`src/rtl/gpio_wm_pkg.sv`:
```
package gpio_wm_pkg;
    localparam int unsigned PIN_CNT  = 32;
    localparam int unsigned HALF_W   = 16;
    localparam int unsigned WORD_W   = 32;
    localparam int unsigned HALVES   = PIN_CNT / HALF_W;
    // output-data halves first, then direction halves, each 4 bytes apart
    localparam int unsigned CTRL_REGS = 2 * HALVES;
    localparam logic [7:0] OFS_LEVELS  = 8'h70;
    localparam logic [7:0] OFS_IDENT   = 8'h78;
    localparam logic [WORD_W-1:0] IDENT_VALUE = 32'h0101_157C;

    typedef struct packed {
        logic [WORD_W-1:0] rdata;
    } rd_state_t;
endpackage

```
`src/rtl/gpio_wm_half_reg.sv`:
```
module gpio_wm_half_reg #(
    parameter int unsigned W = 16
) (
    input  logic         clk,
    input  logic         rst_n,
    input  logic         wr_en,
    input  logic [W-1:0] wr_mask,
    input  logic [W-1:0] wr_val,
    output logic [W-1:0] q
);
    typedef struct packed {
        logic [W-1:0] bits;
    } half_t;

    half_t half_d, half_q;

    always_comb begin
        half_d = half_q;
        if (wr_en) begin
            half_d.bits = (half_q.bits & ~wr_mask) | (wr_val & wr_mask);
        end
    end

    always_ff @(posedge clk or negedge rst_n) begin
        if (!rst_n) half_q <= '0;
        else        half_q <= half_d;
    end

    assign q = half_q.bits;
endmodule

```
`src/rtl/gpio_wm_sync.sv`:
```
module gpio_wm_sync #(
    parameter int unsigned W      = 32,
    parameter int unsigned STAGES = 2
) (
    input  logic         clk,
    input  logic         rst_n,
    input  logic [W-1:0] din,
    output logic [W-1:0] dout
);
    logic [W-1:0] stage_d [STAGES];
    logic [W-1:0] stage_q [STAGES];

    always_comb begin
        stage_d[0] = din;
        for (int s = 1; s < STAGES; s++) begin
            stage_d[s] = stage_q[s-1];
        end
    end

    always_ff @(posedge clk or negedge rst_n) begin
        if (!rst_n) begin
            for (int s = 0; s < STAGES; s++) stage_q[s] <= '0;
        end else begin
            for (int s = 0; s < STAGES; s++) stage_q[s] <= stage_d[s];
        end
    end

    assign dout = stage_q[STAGES-1];
endmodule

```
`src/rtl/gpio_wm_bank.sv`:
```
module gpio_wm_bank
    import gpio_wm_pkg::*;
#(
    parameter int unsigned ADDR_W      = 8,
    parameter int unsigned SYNC_STAGES = 2
) (
    input  logic              clk,
    input  logic              rst_n,
    input  logic [ADDR_W-1:0] bus_addr,
    input  logic              bus_we,
    input  logic [31:0]       bus_wdata,
    input  logic              bus_re,
    output logic [31:0]       bus_rdata,
    input  logic [31:0]       pin_in,
    output logic [31:0]       pin_out,
    output logic [31:0]       pin_oe
);
    logic [CTRL_REGS-1:0] hit;
    logic [HALF_W-1:0]    ctrl_q [CTRL_REGS];
    logic [PIN_CNT-1:0]   levels;

    // one masked half register per control offset
    for (genvar i = 0; i < CTRL_REGS; i++) begin : g_ctrl
        assign hit[i] = (bus_addr == ADDR_W'(i * 4));

        gpio_wm_half_reg #(.W(HALF_W)) u_half (
            .clk     (clk),
            .rst_n   (rst_n),
            .wr_en   (bus_we && hit[i]),
            .wr_mask (bus_wdata[WORD_W-1:HALF_W]),
            .wr_val  (bus_wdata[HALF_W-1:0]),
            .q       (ctrl_q[i])
        );
    end

    for (genvar h = 0; h < HALVES; h++) begin : g_pins
        assign pin_out[h*HALF_W +: HALF_W] = ctrl_q[h];
        assign pin_oe [h*HALF_W +: HALF_W] = ctrl_q[HALVES + h];
    end

    gpio_wm_sync #(.W(PIN_CNT), .STAGES(SYNC_STAGES)) u_sync (
        .clk   (clk),
        .rst_n (rst_n),
        .din   (pin_in),
        .dout  (levels)
    );

    rd_state_t rd_d, rd_q;

    always_comb begin
        rd_d = '0;
        if (bus_re) begin
            for (int k = 0; k < CTRL_REGS; k++) begin
                if (hit[k]) rd_d.rdata = {{(WORD_W-HALF_W){1'b0}}, ctrl_q[k]};
            end
            if (bus_addr == ADDR_W'(OFS_LEVELS)) rd_d.rdata = levels;
            if (bus_addr == ADDR_W'(OFS_IDENT))  rd_d.rdata = IDENT_VALUE;
        end
    end

    always_ff @(posedge clk or negedge rst_n) begin
        if (!rst_n) rd_q <= '0;
        else        rd_q <= rd_d;
    end

    assign bus_rdata = rd_q.rdata;
endmodule

```
`config.mk`:
```
export PLATFORM = sky130hd
export DESIGN_NAME = gpio_wm_bank
export DESIGN_NICKNAME = d
export VERILOG_FILES = /design/src/rtl/gpio_wm_pkg.sv /design/src/rtl/gpio_wm_half_reg.sv /design/src/rtl/gpio_wm_sync.sv /design/src/rtl/gpio_wm_bank.sv
export SDC_FILE = /design/constraint.sdc
export NUM_CORES = 1
export LEC_CHECK = 0
export BUFFER_PORTS_ARGS = -buffer_cell sky130_fd_sc_hd__buf_2
export CAP_MARGIN = 20
export CORE_MARGIN = 2
export CORE_UTILIZATION = 30
export DETAILED_ROUTE_END_ITERATION = 16
export GPL_TIMING_DRIVEN = 1
export PLACE_DENSITY = 0.5
export SLEW_MARGIN = 40
export SYNTH_ARGS = -nofsm -noshare
export SYNTH_HDL_FRONTEND = slang
export SYNTH_SLANG_ARGS = --single-unit
```
`constraint.sdc`:
```
create_clock -name clk -period 1.1 [get_ports clk]
set_input_delay 0.165 -clock clk [delete_from_list [all_inputs] [get_ports clk]]
set_output_delay 0.165 -clock clk [all_outputs]
set_load 0.005 [all_outputs]
```
==> out/metrics.yaml <==
synthesis:
  ys.flop_type: "dfrtp_1"
  yosys_warnings: 0
  async_reset_ff_frac: 1.00
  ys_seq_elements: 160
  synth_fp_nets: 523
  synth_top_area_share: 0.668
  netlist_top_cells_area: "dfrtp_1 67%, mux2_2 11%, nand2_1 4.1%"
  postSynthCellCount: 447
  synth_cell_types: 31
  synth_top_area_cell: "dfrtp_1"
  synth-edff-count: 0
  ys_seq_area_frac: 0.668
  syn_area_per_cell_um2: 13.4
  syn_area_um2: 5990
worst_setup_path:
  reg2reg_depth: 4
  r2r_end: "bus_rdata[12]$_DFF_PN0_"
  critPathCaptureType: "flop"
  crit_required_ns: 1.41
  critPathArrivalTime_ns: 1.64
  critPathKind: "primary input to flop"
  critPathLaunchType: "primary input"
  r2r_slack_ns: -0.08
  cp_max_fo: 10
sta:
  fin_ws_ns: -0.231
  fmax_ghz: 0.751
  skew_ns: 0.0108
  slew_headroom: 0.756
  tightestPinTransition_ns: 0.362
  rsz0062_at_grt: "yes"
  maxSlewViolCount: 0
  whs_ns: 0.0173
  finalSetupViolCount: 155
  hold_viol: 0
  fin_crit_sh: 1.21
  min_period_ns: 1.33
power:
  p_per_area_nw_per_um2: 1340
  max-vdd-ir-drop_mv: 1.12
  leakagePower_nw: 4.95
placement:
  hpwl_um: 12400
  dp_slack_ns: -0.705
  gp_congestion: 0.771
  io_buffer_count: 171
global_route:
  grt_pass1_wl_um: 28600
  antenna_found_initial: 2
  grt_pass1_vias: 5236
  overflow: 0
  grt_max_degree: 58
  grtUsageTotal: 0.178
cells_and_area:
  fillers: 1774
  syn_to_final_growth_pct: 63.7
  final_layout_size_suffix_gt1_frac: 0.631
  final_nets: 839
  final_core_util: 0.503
detailed_routing:
  ant_nets: 0
  drt_iter0_markers: 184
  firstDrtPassIters: 4
  drc: 0
  wl_per_cell_um: 17.8
  wl_um: 18600
  viasPerCell: 4.53
  via_count: 4721
floorplanning:
  coreArea_um2: 19500
  fp.dieW_um: 145
  die_area_um2: 21100
  start_util: 0.307
  row_count: 51
  chipHeight_um: 145
  io_pins: 172
clock_network:
  clk_pin_slew_ns: 0.06
  cts-root-buf: "clkbuf_16"
  htree_levels: 4
  cts_inserted_buffers: 17
  clock_sinks: 160
  cts_tree: "done"
  clk_latency_ns: 0.43
  cts_buffer_depth: 2
flow_run:
  cap_violations: 0
worst_hold_path:
  hold_path_depth: 2
  min_from: "bus_wdata[4]"
  min_path_type: "primary input to flop"
status:
  failed_checks: "negative setup slack"
  status: "finished with violations"
cells in the final DEF, fill, tap and decap left out, types with 5 or more instances in the layout:
cell type and count:
dfrtp_1 160, buf_2 154, buf_4 76, mux2_2 53
nand2_2 45, buf_6 37, dlygate4sd3_1 35, mux2_4 19
clkbuf_16 17, o21ai_0 16, nor2_1 16, and2_1 14
buf_12 12, nand2_1 11, nand2_4 10, inv_1 9
o2bb2ai_1 8, a211oi_2 7, nor2_2 6, a32oi_1 6
nor2_4 6, inv_6 6, o32ai_2 5
layer usage:
layer | wire length, um | share of wire | track usage | vias to the layer above
li1 | - | - | - | 2183
met1 | 8010 | 0.43 | 0.219 | 2382
met2 | 9410 | 0.51 | 0.301 | 126
met3 | 867 | 0.047 | 0.0508 | 28
met4 | 309 | 0.017 | 0.0618 | 2
met5 | 7 | 0.00038 | 0 | -
worst max-delay path, stage by stage:
cell and delay, ns:
buf_6 0.09, or4_4 0.56, nor3_4 0.27, buf_12 0.18
nand2_1 0.07, mux2_4 0.30
Yosys cell counts (8+ instances only):
master,number
clkbuf_1,9
a211oi_1,8
nand2_1,66
nor2_1,28
o2bb2ai_1,8
dfrtp_1,160
o22ai_1,8
o32ai_1,8
inv_1,9
o21ai_0,18
and2_1,14
mux2_4,10
a32oi_1,8
mux2_2,59
power by group:
part	total, mW	switching, mW	internal [mW]
Sequential	6.14	0.0779	6.07
Clock	5.89	2.67	3.23
Combinational	1.09	0.542	0.544
Total	13.1	3.29	9.84
what timing repair did:
action,in CTS,in global routing
gates resized for setup,90,50
setup endpoints to repair,164,175
buffers inserted,51,15
hold buffers,35,0
cloned,2,0
hold endpoints to repair,194,0
pin swaps,4,10
final cells by class:
class | instances | area, um^2 | area share
Clock inverter | 15 | 164 | 0.0167
Sequential cell | 160 | 4000 | 0.408
Inverter | 9 | 33.8 | 0.00344
Multi-Input combinational cell | 256 | 2420 | 0.246
Antenna cell | 1 | 2.50 | 0.000255
Timing Repair Buffer | 319 | 2440 | 0.248
Clock buffer | 17 | 425 | 0.0433
Tap cell | 265 | 332 | 0.0338
stage by stage:
step | instances | power (mW) | instance area [um^2] | TNS, ns
2_1_floorplan | 447 | 6.44 | 6200 | -27.46
3_3_place_gp | 911 | 7.02 | 7740 | -55.64
3_5_place_dp | 911 | 7.05 | 7740 | -57.41
4_1_cts | 1029 | 13.2 | 9510 | -10.03
5_1_grt | 1041 | 13.7 | 9810 | -15.54
6_report | 1042 | 13.1 | 9810 | -9.73
cell families after synthesis:
logic type / count (synthesis) / synth area share
buf+inv: 31 / 0.0223
mux: 72 / 0.142
simple gates: 126 / 0.0998
compound gates: 58 / 0.0685
flops: 160 / 0.668
how the worst max path moves through the flow:
| stage | slack [ns] | end | cells past startpoint | from |
|---|---|---|---|---|
| 2_1_floorplan | -0.52 | flop | 5 | bus_addr[1] |
| 3_3_place_gp | -0.67 | bus_rdata[11]$_DFF_PN0_ | 6 | bus_addr[5] |
| 3_5_place_dp | -0.71 | bus_rdata[10]$_DFF_PN0_ | 6 | bus_addr[5] |
| 4_1_cts | -0.22 | flop | 6 | bus_addr[1] |
| 5_1_grt | -0.26 | flop | 6 | bus_addr[1] |
| 6_report | -0.23 | flop | 6 | bus_addr[1] |
(Power assumes the default switching activity.)
